<file path="config.mk">
export PLATFORM = sky130hd
export DESIGN_NAME = lvd_seq_ctrl
export DESIGN_NICKNAME = d
export VERILOG_FILES = /design/src/rtl/lvd_pkg.sv /design/src/rtl/lvd_regs.sv /design/src/rtl/lvd_clkdiv.sv /design/src/rtl/lvd_seq.sv /design/src/rtl/lvd_seq_ctrl.sv
export SDC_FILE = /design/constraint.sdc
export NUM_CORES = 1
export LEC_CHECK = 0
export ABC_AREA = 1
export BUFFER_PORTS_ARGS = -buffer_cell sky130_fd_sc_hd__buf_2
export CAP_MARGIN = 20
export CORE_MARGIN = 3
export CORE_UTILIZATION = 40
export CTS_CLUSTER_DIAMETER = 100
export DETAILED_ROUTE_END_ITERATION = 8
export PLACE_DENSITY_LB_ADDON = 0.15
export SLEW_MARGIN = 20
export SYNTH_ARGS = -nofsm -noshare
export SYNTH_HDL_FRONTEND = slang
export SYNTH_SLANG_ARGS = --single-unit
</file>
<file path="constraint.sdc">
create_clock -name clk -period 2.8 [get_ports clk]
set_input_delay 0.42 -clock clk [delete_from_list [all_inputs] [get_ports clk]]
set_output_delay 0.42 -clock clk [all_outputs]
set_load 0.005 [all_outputs]
</file>
<file path="src/rtl/lvd_pkg.sv">
package lvd_pkg;
   localparam int unsigned DATA_W  = 16;
   localparam int unsigned ADDR_W  = 2;
   localparam int unsigned SRC_W   = 2;
   localparam int unsigned DIV_W   = 3;
   localparam int unsigned DIV_LSB = 4;
   localparam int unsigned LVL_W   = 5;
   localparam int unsigned MODE_W  = 2;
   localparam int unsigned CNT_W   = 2;
   localparam int unsigned OUT_W   = 4;

   // control register layout, MSB first
   typedef struct packed {
      logic [OUT_W-1:0]  outcome;   // 15:12
      logic [LVL_W-1:0]  level;     // 11:7
      logic [CNT_W-1:0]  cnt_code;  // 6:5
      logic              sup_sel;   // 4
      logic              rsvd;      // 3
      logic [MODE_W-1:0] mode;      // 2:1
      logic              enable;    // 0
   } ctl_t;

   typedef enum logic [ADDR_W-1:0] {
      ADDR_CLK  = 2'd0,
      ADDR_CTL  = 2'd1,
      ADDR_STAT = 2'd2
   } addr_e;
endpackage

</file>
<file path="src/rtl/lvd_regs.sv">
module lvd_regs
   import lvd_pkg::*;
#(
   parameter int unsigned        NUM_SRC      = 4,
   parameter logic [NUM_SRC-1:0] FAST_MASK    = 4'b0101,
   parameter int unsigned        DIV_CODE_MAX = 5,
   parameter int unsigned        LVL_MIN      = 12
) (
   input  logic              clk,
   input  logic              rst_n,
   input  logic              reg_wr,
   input  logic [ADDR_W-1:0] reg_addr,
   input  logic [DATA_W-1:0] reg_wdata,
   input  logic              prot_unlock,
   input  logic              flag,
   output logic [DATA_W-1:0] reg_rdata,
   output ctl_t              ctl,
   output logic [SRC_W-1:0]  src_sel,
   output logic [DIV_W-1:0]  div_code,
   output logic              flag_clr
);
   localparam int unsigned CLK_PAD_HI = DATA_W - DIV_LSB - DIV_W;
   localparam int unsigned CLK_PAD_LO = DIV_LSB - SRC_W;

   ctl_t             ctl_q, ctl_d, wr_ctl;
   logic [SRC_W-1:0] src_q, wr_src;
   logic [DIV_W-1:0] div_q, wr_div;
   logic             wr_ok, ctl_wr, clk_wr, lvl_ok, clk_ok;
   logic [NUM_SRC-1:0] div_ok_vec;

   assign wr_ctl = ctl_t'(reg_wdata);
   assign wr_src = reg_wdata[SRC_W-1:0];
   assign wr_div = reg_wdata[DIV_LSB +: DIV_W];
   assign wr_ok  = reg_wr && prot_unlock;

   // per-source legality of the divider code: the mask picks the rule
   for (genvar s = 0; s < NUM_SRC; s++) begin : g_src_rule
      if (FAST_MASK[s]) begin : g_fast
         assign div_ok_vec[s] = (wr_div <= DIV_W'(DIV_CODE_MAX));
      end else begin : g_slow
         assign div_ok_vec[s] = (wr_div == '0);
      end
   end

   assign clk_ok = div_ok_vec[wr_src];
   assign lvl_ok = (wr_ctl.level >= LVL_W'(LVL_MIN));
   assign ctl_wr = wr_ok && (reg_addr == ADDR_CTL) && lvl_ok;
   assign clk_wr = wr_ok && (reg_addr == ADDR_CLK) && clk_ok;

   always_comb begin
      ctl_d      = wr_ctl;
      ctl_d.rsvd = 1'b0;
      if (ctl_q.mode == '0) begin
         ctl_d.cnt_code = ctl_q.cnt_code;
      end
   end

   always_ff @(posedge clk or negedge rst_n) begin
      if (!rst_n) begin
         ctl_q <= '0;
         src_q <= '0;
         div_q <= '0;
      end else begin
         if (ctl_wr) begin
            ctl_q <= ctl_d;
         end
         if (clk_wr) begin
            src_q <= wr_src;
            div_q <= wr_div;
         end
      end
   end

   assign flag_clr = reg_wr && (reg_addr == ADDR_STAT) && reg_wdata[0];

   always_comb begin
      unique case (reg_addr)
         ADDR_CLK:  reg_rdata = {{CLK_PAD_HI{1'b0}}, div_q, {CLK_PAD_LO{1'b0}}, src_q};
         ADDR_CTL:  reg_rdata = DATA_W'(ctl_q);
         ADDR_STAT: reg_rdata = {{(DATA_W-1){1'b0}}, flag};
         default:   reg_rdata = '0;
      endcase
   end

   assign ctl      = ctl_q;
   assign src_sel  = src_q;
   assign div_code = div_q;

   a_r2_locked: assert property (@(posedge clk) disable iff (!rst_n)
      (reg_wr && !prot_unlock) |=> ($stable(ctl_q) && $stable(src_q) && $stable(div_q)));

   a_r3_level_floor: assert property (@(posedge clk) disable iff (!rst_n)
      !$stable(ctl_q.level) |-> (ctl_q.level >= LVL_W'(LVL_MIN)));

   a_r4_div_legal: assert property (@(posedge clk) disable iff (!rst_n)
      (!$stable(div_q) || !$stable(src_q)) |->
         (FAST_MASK[src_q] ? (div_q <= DIV_W'(DIV_CODE_MAX)) : (div_q == '0)));

   a_r5_cnt_hold: assert property (@(posedge clk) disable iff (!rst_n)
      (reg_wr && reg_addr == ADDR_CTL && ctl_q.mode == '0) |=> $stable(ctl_q.cnt_code));

   a_r1_rsvd_zero: assert property (@(posedge clk) disable iff (!rst_n)
      ctl_q.rsvd == 1'b0);
endmodule

</file>
<file path="src/rtl/lvd_clkdiv.sv">
module lvd_clkdiv
   import lvd_pkg::*;
#(
   parameter int unsigned        NUM_SRC      = 4,
   parameter logic [NUM_SRC-1:0] FAST_MASK    = 4'b0101,
   parameter int unsigned        DIV_BASE_LOG = 4,
   parameter int unsigned        DCNT_W       = 9
) (
   input  logic               clk,
   input  logic               rst_n,
   input  logic [NUM_SRC-1:0] src_tick,
   input  logic [SRC_W-1:0]   src_sel,
   input  logic [DIV_W-1:0]   div_code,
   output logic               div_tick
);
   logic [NUM_SRC-1:0] tick_gated;
   logic [NUM_SRC-1:0] fast_gated;
   logic               tick, fast;
   logic [DCNT_W:0]    span;
   logic [DCNT_W-1:0]  last_cnt, dcnt_q;
   logic               wrap;

   for (genvar s = 0; s < NUM_SRC; s++) begin : g_sel
      assign tick_gated[s] = src_tick[s] && (src_sel == SRC_W'(s));
      assign fast_gated[s] = FAST_MASK[s] && (src_sel == SRC_W'(s));
   end

   assign tick = |tick_gated;
   assign fast = |fast_gated;

   assign span     = (DCNT_W+1)'(1) << (DIV_BASE_LOG + 32'(div_code));
   assign last_cnt = fast ? DCNT_W'(span - 1'b1) : '0;
   assign wrap     = (dcnt_q >= last_cnt);

   always_ff @(posedge clk or negedge rst_n) begin
      if (!rst_n) begin
         dcnt_q <= '0;
      end else if (tick) begin
         dcnt_q <= wrap ? '0 : dcnt_q + 1'b1;
      end
   end

   assign div_tick = tick && wrap;

   a_r4_no_tick_idle: assert property (@(posedge clk) disable iff (!rst_n)
      !src_tick[src_sel] |-> !div_tick);

   a_r4_counter_parks: assert property (@(posedge clk) disable iff (!rst_n)
      div_tick |=> (dcnt_q == '0));
endmodule

</file>
<file path="src/rtl/lvd_seq.sv">
module lvd_seq
   import lvd_pkg::*;
#(
   parameter int unsigned    INT_BASE_LOG = 4,
   parameter int unsigned    IC_W         = 7,
   parameter int unsigned    RUN_W        = 4,
   parameter logic [OUT_W-1:0] RST_KEY    = 4'hA
) (
   input  logic clk,
   input  logic rst_n,
   input  ctl_t ctl,
   input  logic div_tick,
   input  logic cmp_low,
   input  logic flag_clr,
   output logic cmp_en,
   output logic flag,
   output logic rst_req
);
   logic             enable, intermit, last, sample, hit, key;
   logic [IC_W:0]    int_len;
   logic [IC_W-1:0]  ic_q;
   logic [RUN_W-1:0] run_q, run_inc, need;
   logic             flag_q, rst_q;

   assign enable   = ctl.enable;
   assign intermit = (ctl.mode != '0);
   assign key      = (ctl.outcome == RST_KEY);

   // interval of 2^(mode+base) divided periods
   assign int_len = (IC_W+1)'(1) << (INT_BASE_LOG + 32'(ctl.mode));
   assign last    = (ic_q >= IC_W'(int_len - 1'b1));
   assign cmp_en  = enable && (!intermit || last);
   assign sample  = cmp_en && div_tick;

   assign need    = intermit ? (RUN_W'(1) << ctl.cnt_code) : RUN_W'(1);
   assign run_inc = run_q + 1'b1;
   assign hit     = sample && cmp_low && (run_inc >= need);

   always_ff @(posedge clk or negedge rst_n) begin
      if (!rst_n) begin
         ic_q <= '0;
      end else if (!enable || !intermit) begin
         ic_q <= '0;
      end else if (div_tick) begin
         ic_q <= last ? '0 : ic_q + 1'b1;
      end
   end

   always_ff @(posedge clk or negedge rst_n) begin
      if (!rst_n) begin
         run_q <= '0;
      end else if (!enable) begin
         run_q <= '0;
      end else if (sample) begin
         if (!cmp_low || hit) begin
            run_q <= '0;
         end else begin
            run_q <= run_inc;
         end
      end
   end

   always_ff @(posedge clk or negedge rst_n) begin
      if (!rst_n) begin
         flag_q <= 1'b0;
         rst_q  <= 1'b0;
      end else begin
         rst_q <= hit && key;
         if (hit && !key) begin
            flag_q <= 1'b1;
         end else if (flag_clr) begin
            flag_q <= 1'b0;
         end
      end
   end

   assign flag    = flag_q;
   assign rst_req = rst_q;

   a_r11_disable_clears: assert property (@(posedge clk) disable iff (!rst_n)
      !enable |=> (run_q == '0));

   a_r7_high_restarts: assert property (@(posedge clk) disable iff (!rst_n)
      (sample && !cmp_low) |=> (run_q == '0));

   a_r10_set_wins: assert property (@(posedge clk) disable iff (!rst_n)
      (hit && !key) |=> flag_q);

   a_r9_key_spares_flag: assert property (@(posedge clk) disable iff (!rst_n)
      (hit && key && !flag_clr) |=> (rst_q && flag_q == $past(flag_q)));

   a_r8_continuous_on: assert property (@(posedge clk) disable iff (!rst_n)
      (enable && !intermit) |-> cmp_en);
endmodule

</file>
<file path="src/rtl/lvd_seq_ctrl.sv">
module lvd_seq_ctrl
   import lvd_pkg::*;
#(
   parameter int unsigned        NUM_SRC      = 4,
   parameter logic [NUM_SRC-1:0] FAST_MASK    = 4'b0101,
   parameter int unsigned        DIV_CODE_MAX = 5,
   parameter int unsigned        DIV_BASE_LOG = 4,
   parameter int unsigned        INT_BASE_LOG = 4,
   parameter int unsigned        LVL_MIN      = 12,
   parameter logic [OUT_W-1:0]   RST_KEY      = 4'hA
) (
   input  logic              clk,
   input  logic              rst_n,
   input  logic              reg_wr,
   input  logic [ADDR_W-1:0] reg_addr,
   input  logic [DATA_W-1:0] reg_wdata,
   input  logic              prot_unlock,
   output logic [DATA_W-1:0] reg_rdata,
   input  logic [NUM_SRC-1:0] clk_src_en,
   input  logic              cmp_low,
   output logic              cmp_en,
   output logic [LVL_W-1:0]  lvl_sel,
   output logic              sup_sel,
   output logic              irq,
   output logic              rst_req
);
   localparam int unsigned DCNT_W = DIV_BASE_LOG + DIV_CODE_MAX;
   localparam int unsigned IC_W   = INT_BASE_LOG + (1 << MODE_W) - 1;
   localparam int unsigned RUN_W  = (1 << CNT_W) - 1 + 1;

   if (NUM_SRC != (1 << SRC_W)) begin : g_chk_src
      $error("source count must fill the select field");
   end
   if (LVL_MIN >= (1 << LVL_W)) begin : g_chk_lvl
      $error("level floor exceeds the level field");
   end
   if (DIV_CODE_MAX >= (1 << DIV_W)) begin : g_chk_div
      $error("divider code limit exceeds the divider field");
   end
   if (DCNT_W > 16) begin : g_chk_dcnt
      $error("divider counter too wide");
   end

   ctl_t             ctl;
   logic [SRC_W-1:0] src_sel;
   logic [DIV_W-1:0] div_code;
   logic             flag, flag_clr, div_tick;

   lvd_regs #(
      .NUM_SRC      (NUM_SRC),
      .FAST_MASK    (FAST_MASK),
      .DIV_CODE_MAX (DIV_CODE_MAX),
      .LVL_MIN      (LVL_MIN)
   ) u_regs (
      .clk         (clk),
      .rst_n       (rst_n),
      .reg_wr      (reg_wr),
      .reg_addr    (reg_addr),
      .reg_wdata   (reg_wdata),
      .prot_unlock (prot_unlock),
      .flag        (flag),
      .reg_rdata   (reg_rdata),
      .ctl         (ctl),
      .src_sel     (src_sel),
      .div_code    (div_code),
      .flag_clr    (flag_clr)
   );

   lvd_clkdiv #(
      .NUM_SRC      (NUM_SRC),
      .FAST_MASK    (FAST_MASK),
      .DIV_BASE_LOG (DIV_BASE_LOG),
      .DCNT_W       (DCNT_W)
   ) u_clkdiv (
      .clk      (clk),
      .rst_n    (rst_n),
      .src_tick (clk_src_en),
      .src_sel  (src_sel),
      .div_code (div_code),
      .div_tick (div_tick)
   );

   lvd_seq #(
      .INT_BASE_LOG (INT_BASE_LOG),
      .IC_W         (IC_W),
      .RUN_W        (RUN_W),
      .RST_KEY      (RST_KEY)
   ) u_seq (
      .clk      (clk),
      .rst_n    (rst_n),
      .ctl      (ctl),
      .div_tick (div_tick),
      .cmp_low  (cmp_low),
      .flag_clr (flag_clr),
      .cmp_en   (cmp_en),
      .flag     (flag),
      .rst_req  (rst_req)
   );

   assign lvl_sel = ctl.level;
   assign sup_sel = ctl.sup_sel;
   assign irq     = flag;
endmodule

</file>
# After elaboration in Yosys (flattened, before gate mapping)
# Index checks and enable logic that the tools add are counted.
# op_classes
reduce_logical	35
muxes	14
n_addsub	7
order_cmp	6
n_eq_ne	7
bitwise_logic	1
n_shift	3
# ops
op	count
case mux 16 bit (3 select lines)	1
<< shifter 1 x 32 -> 7 bit, first input constant	1
<< shifter 1 x 32 -> 9 bit, first input constant	1
2-to-1 mux 7 bit	3
logical AND 1 bit	18
2-to-1 mux 9 bit	2
2-to-1 mux 4 bit	4
adder 9 x 1 -> 9 bit, second input constant	1
>= comparator 9 bit	1
subtractor 9 x 1 -> 9 bit, second input constant	1
adder 7 x 1 -> 7 bit, second input constant	1
>= comparator 7 bit	1
subtractor 7 x 1 -> 7 bit, second input constant	1
equality test 2 bit, second input constant	3
logical NOT 2 bit	3
nonzero test 2 bit	3
>= comparator 5 x 4 -> 1 bit, second input constant	1
adder 3 x 2 -> 4 bit, first input constant	1
adder 3 x 3 -> 4 bit, first input constant	1
adder 4 x 1 -> 4 bit, second input constant	1
equality test 2 x 1 -> 1 bit, second input constant	2
equality test 4 bit, second input constant	1
>= comparator 4 bit	1
logical NOT 1 bit	4
other kinds (12)	16
# word_totals
word_cells	86
input_bits	27
register_bits	42
output_inout_bits	25

# Logic depth before layout (Yosys ltp)
# depth
ltp_word	13
depth_mapped	15
mapped_depth_nobuf	15

# Cells and area by module
# From an unflattened synthesis, not the netlist that was laid out.
# hier_totals
hier_cells	387
area_unflattened_um2	2887.8
# modules_own_cells
mod	area_each_um2	seq_area_each_um2	instances	cells_each
lvd_regs	1093.5	500.5	1	143
lvd_seq	957.2	325.3	1	117
lvd_clkdiv	837.1	225.2	1	127

# Least setup slack after synthesis
# Ideal clock, no wire load.
# synth_timing
path_type	register -> register
startpoint	reg u_regs.src_q[0] (netlist: u_regs.src_sel[0])
endpoint	reg u_seq.ic_q[3]
required_ns	2.682
setup_ns	0.118
path_stages_with_launch	16
path_slack_ns	0.881
arrival_ns	1.801
period_less_slack_ns	1.919
cell_sequence	dfrtp_1 > inv_2 > o21ai_0 > o21a_1 > ha_1 > nand2_1 > nor2_1 > nand2_1 > nand3_1 > nand2_1 > nand2_2 > nand2_8 > nand2_4 > clkinv_4 > nand2_2 > o21ai_2
# synth_via
elab_chain_cells	6
word_cells_on_any_way	14
classes_between	order compare (1); eq/ne (3); mux (1); reduce/logical (9)
# synth_rtl
element	line_no	source
from (decl)	lvd_regs.sv:26	logic [SRC_W-1:0] src_q, wr_src;
from (signal assigned)	lvd_regs.sv:68	src_q <= wr_src;
equality test 2 bit or logical NOT 2 bit (tied branches)	lvd_clkdiv.sv:24, lvd_clkdiv.sv:25	
OR reduction 2 bit	lvd_clkdiv.sv:29	assign fast = |fast_gated;
2-to-1 mux 9 bit	lvd_clkdiv.sv:32	assign last_cnt = fast ? DCNT_W'(span - 1'b1) : '0;
>= comparator 9 bit	lvd_clkdiv.sv:33	assign wrap = (dcnt_q >= last_cnt);
logical AND 1 bit (*)	lvd_clkdiv.sv:43	assign div_tick = tick && wrap;
nonzero test 2 bit (no source line) (*)	-	
to (signal assigned)	lvd_seq.sv:45	ic_q <= last ? '0 : ic_q + 1'b1;
to (decl)	lvd_seq.sv:21	logic [IC_W-1:0] ic_q;
# Mark *: on every way between the ends. The rest lies on a longest branch, timed or not.
# A chain may end at the register's enable or synchronous reset.

# Worst setup path in the final report
# layout_timing
startpoint	reg u_regs.ctl_q, in the netlist u_regs.ctl[1]
endpoint	out cmp_en
# layout_via
elab_chain_cells	6
word_cells_on_any_way	8
classes_between	add/sub (2); order compare (1); shift (1); reduce/logical (4)
# layout_rtl
element	line_no	source
from (decl)	lvd_regs.sv:25	ctl_t ctl_q, ctl_d, wr_ctl;
from (signal assigned)	lvd_regs.sv:65	ctl_q <= ctl_d;
adder 3 x 2 -> 4 bit	lvd_seq.sv:30	assign int_len = (IC_W+1)'(1) << (INT_BASE_LOG + 32'(ctl.mode));
<< shifter 1 x 32 -> 7 bit	lvd_seq.sv:30	
subtractor 7 x 1 -> 7 bit	lvd_seq.sv:31	assign last = (ic_q >= IC_W'(int_len - 1'b1));
>= comparator 7 bit	lvd_seq.sv:31	
logical OR 1 bit (*)	lvd_seq.sv:32	assign cmp_en = enable && (!intermit || last);
logical AND 1 bit (*)	lvd_seq.sv:32	
to (decl)	lvd_seq_ctrl.sv:21	output logic cmp_en,
# Marked as above.

==> tab_implementation.tex <==
\begin{tabular}{lr}
\hline
Metric & Value \\
\hline
\multicolumn{2}{l}{\textbf{Power and ir drop}} \\
Power Dens Cells & 662 mW/mm2 \\
Max VDD drop & 239 uV \\
Switching power as a share of total power & 38.7\% \\
Proportion of power drawn by flip-flops and latches & 41.6\% \\
Static Leak & 1.70 nW \\
Switching Power & 0.790 mW \\
Portion of total power attributed to the clock network & 24.2\% \\
Internal power summed over all cells & 1.25 mW \\
Relative contribution of combinational cells to total power & 34.2\% \\
\multicolumn{2}{l}{\textbf{Min path}} \\
Hold Crit Class & in2async \\
\multicolumn{2}{l}{\textbf{Setup path}} \\
Kind of start point of the critical path & flip-flop \\
Arrival time worst endpoint & 1870 ps \\
Data required time of the worst path & 2380 ps \\
CP Capture Type & output pin \\
Crit path max-delay cell type & dfrtp\_1 \\
Critical path's most frequent cell & nand2\_1 \\
Worst Path Max Fanout & 4 \\
Stage delay of the slowest cell on the critical path & 410 ps \\
Setup CP Type & reg2out \\
Crit path cell chain & nand2\_1 -> ha\_1 -> nand2\_1 -> nor2\_1 -> nor3\_1 -> nand3\_2 -> nand2\_4 -> inv\_1 -> buf\_2 \\
\multicolumn{2}{l}{\textbf{Floorplan}} \\
Num ports & 52 \\
Chip height & 88.2 um \\
Core box area & 0.00646 mm2 \\
Starting Density & 41.9\% \\
Width of the chip & 88.2 um \\
Total die area & 0.00779 mm2 \\
Row count & 29 \\
\multicolumn{2}{l}{\textbf{CTS}} \\
Clock transition at path regs & 80 ps \\
Depth of the CTS H-tree & 2 \\
Library cell used as clock root buffer & clkbuf\_8 \\
Clock Latency Late Sink & 300 ps \\
Postcts setup bufs & 0 \\
CTS sink cnt & 42 \\
Largest buffer count on any clock path & 2 \\
Resize count post-CTS & 0 \\
CTS tree & built \\
CTS hold repair buffers & 0 \\
TritonCTS buffer count & 5 \\
\multicolumn{2}{l}{\textbf{Final layout}} \\
End-of-flow core utilization & 47.7\% \\
Area growth from synthesis to final layout & 14.0\% \\
Number of antenna repair diodes & 0 \\
Layout cell share with drive strength beyond 1 & 21.5\% \\
Most common library cell in the layout ignoring fill and taps & nand2\_1 \\
Most frequent cells in the layout & 74 x nand2\_1, 50 x inv\_1, 49 x buf\_2 \\
Net count, final & 441 \\
\multicolumn{2}{l}{\textbf{Timing}} \\
Slew at the pin closest to its max-slew limit & 958 ps \\
Max-slew violations & 0 \\
Setup clock skew after layout & 7.73 ps \\
Post-route clock period utilization & 81.6\% \\
Slew margin rel. & 36.1\% \\
Setup Total Neg Slack & 0 ps \\
RSZ-0062 raised after global routing & false \\
Final Hold Vio Count & 0 \\
Final setup violation count & 0 \\
Final critical-path required period & 2290 ps \\
Fmax achieved & 0.438 GHz \\
\multicolumn{2}{l}{\textbf{Yosys}} \\
Post-synth cell types & 38 \\
Mapped Area & 0.00271 mm2 \\
Yosys warning total & 0 \\
Number of instances in the synthesized netlist & 350 \\
Post-Syn Nets & 396 \\
Share of synthesized area occupied by flip-flops and latches & 38.9\% \\
Average cell area after synthesis & 7.73 um2 \\
Seq cells post-synth & 42 \\
\multicolumn{2}{l}{\textbf{Global routing}} \\
Wire length of the first global-routing pass & 9960 um \\
Via count of the first global-routing pass & 2147 \\
Maximum number of pins on one net before global-route repair & 43 \\
Initial antenna violation count & 0 \\
Leftover overflow at the end of global routing & 0 \\
Overall Global Routing Usage & 16.4\% \\
\multicolumn{2}{l}{\textbf{Placement}} \\
Detailed Place HPWL & 4510 um \\
Port bufs & 49 \\
RePlAce Congestion & 0.821 \\
\multicolumn{2}{l}{\textbf{Drt}} \\
Antenna Violating Nets Remaining & 0 \\
Via density per instance & 4.92 \\
WL per Instance & 12.6 um \\
DR vias & 2326 \\
Total wirelength of the detailed-routed design & 5970 um \\
First-pass iteration count of the detailed router & 5 \\
Detailed Route Iter0 Violations & 151 \\
Number of remaining DRC errors & 0 \\
\multicolumn{2}{l}{\textbf{Run}} \\
Number of max-capacitance violations reported & 0 \\
\multicolumn{2}{l}{\textbf{Outcome}} \\
Outcome & finished, final reports clean \\
\hline
\end{tabular}
## per-stage QoR
step	setup WS, ps	total power, mW	hold slack, ps	std cells	area [um2]
floorplan	881	1.37	124	350	2710
global placement	571	1.54	486	465	2970
detailed placement	546	1.56	495	465	2970
CTS	491	2.06	316	473	3080
global route	300	2.22	334	473	3080
finish	514	2.04	259	473	3080
## sequential cells by signal, indices dropped and copies added (netlist names)
signal           flops
u_seq.ic_q           7
u_clkdiv.dcnt_q      9
u_regs.src_sel       2
u_seq.rst_req        1
u_seq.run_q          4
u_regs.ctl          15
u_regs.div_code      3
u_seq.flag           1
## synthesized netlist by cell type (all sizes together)
library cell / count / area share [%]
nor3: 6 / 1.5
nor2: 34 / 5.7
nand4: 13 / 3.0
dfrtp: 42 / 39
xnor2: 1 / 0.32
clkbuf: 2 / 0.28
o21a: 2 / 0.55
clkinv: 1 / 0.32
buf: 9 / 2.5
o221ai: 1 / 0.32
inv: 55 / 7.6
xor2: 4 / 1.3
and2: 1 / 0.32
nand3: 22 / 4.4
nor3b: 1 / 0.28
o21ai: 39 / 7.5
nor4: 1 / 0.23
a21oi: 6 / 1.1
o22ai: 1 / 0.23
nand2: 85 / 14
o21bai: 1 / 0.28
or2: 1 / 0.23
conb: 1 / 0.14
a31oi: 2 / 0.46
ha: 19 / 8.8
## power groups by stage
| stage | Combinational (mW) | Sequential, mW | Clock, mW |
|---|---|---|---|
| finish | 0.698 | 0.849 | 0.495 |
| global route | 0.818 | 0.866 | 0.533 |
| CTS | 0.706 | 0.847 | 0.509 |
| detailed placement | 0.700 | 0.856 | 0 |
| global placement | 0.685 | 0.855 | 0 |
| floorplan | 0.551 | 0.822 | 0 |
## worst paths after layout
check / startpoint / cells after the start / endpoint / slack, ps
worst max-delay path: u_regs.ctl[1]$_DFFE_PN0P_ / 9 / cmp_en / 510
worst min-delay path: rst_n / 1 / u_regs.ctl[6]$_DFFE_PN0P_ / 260
worst max register to register: u_regs.src_sel[0]$_DFFE_PN0P_ / 15 / u_seq.ic_q[3]$_DFFE_PN0P_ / 560
worst min register to register: u_seq.run_q[3]$_DFFE_PN0P_ / 2 / u_seq.run_q[3]$_DFFE_PN0P_ / 520
max in group asynchronous: rst_n / 1 / u_seq.ic_q[6]$_DFFE_PN0P_ / 1940
min in group clk: reg_wdata[14] / 3 / u_regs.ctl[14]$_DFFE_PN0P_ / 320
## layer usage
metal	GRT usage, %	vias to the layer above	part of all wire [%]
met5	0	-	0
met4	4.53	0	1.2
met3	2.98	7	3.8
met2	25.8	46	45
met1	23.2	1054	50
li1	-	1219	-
## cell families after synthesis
| kind of cell | share of synthesized area (%) |
|---|---|
| flip-flops | 38.9 |
| buffers and inverters | 10.8 |
| adder cells (fa/ha/maj) | 8.79 |
| AO/OA/AOI/OAI | 10.5 |
| AND/OR/NAND/NOR | 29.4 |
| XOR/XNOR | 1.62 |
| other | 0.139 |
## critical path, delay by kind of cell (launching register included)
kind | cells | cell delay (ps)
fa+ha+maj | 1 | 280
buf+inv | 2 | 150
flops | 1 | 410
simple gates | 6 | 720
## area by class of cell
| type | instances | area, um2 |
|---|---|---|
| flip-flops and latches | 42 | 1050 |
| clock inverters | 3 | 43.8 |
| fillers | 667 | 3380 |
| multi-input cells | 241 | 1360 |
| inverters | 56 | 215 |
| repair buffers | 49 | 245 |
| clock buffers | 5 | 68.8 |
| well taps | 77 | 96.3 |
Note: power is estimated with default switching activity, not from simulation.
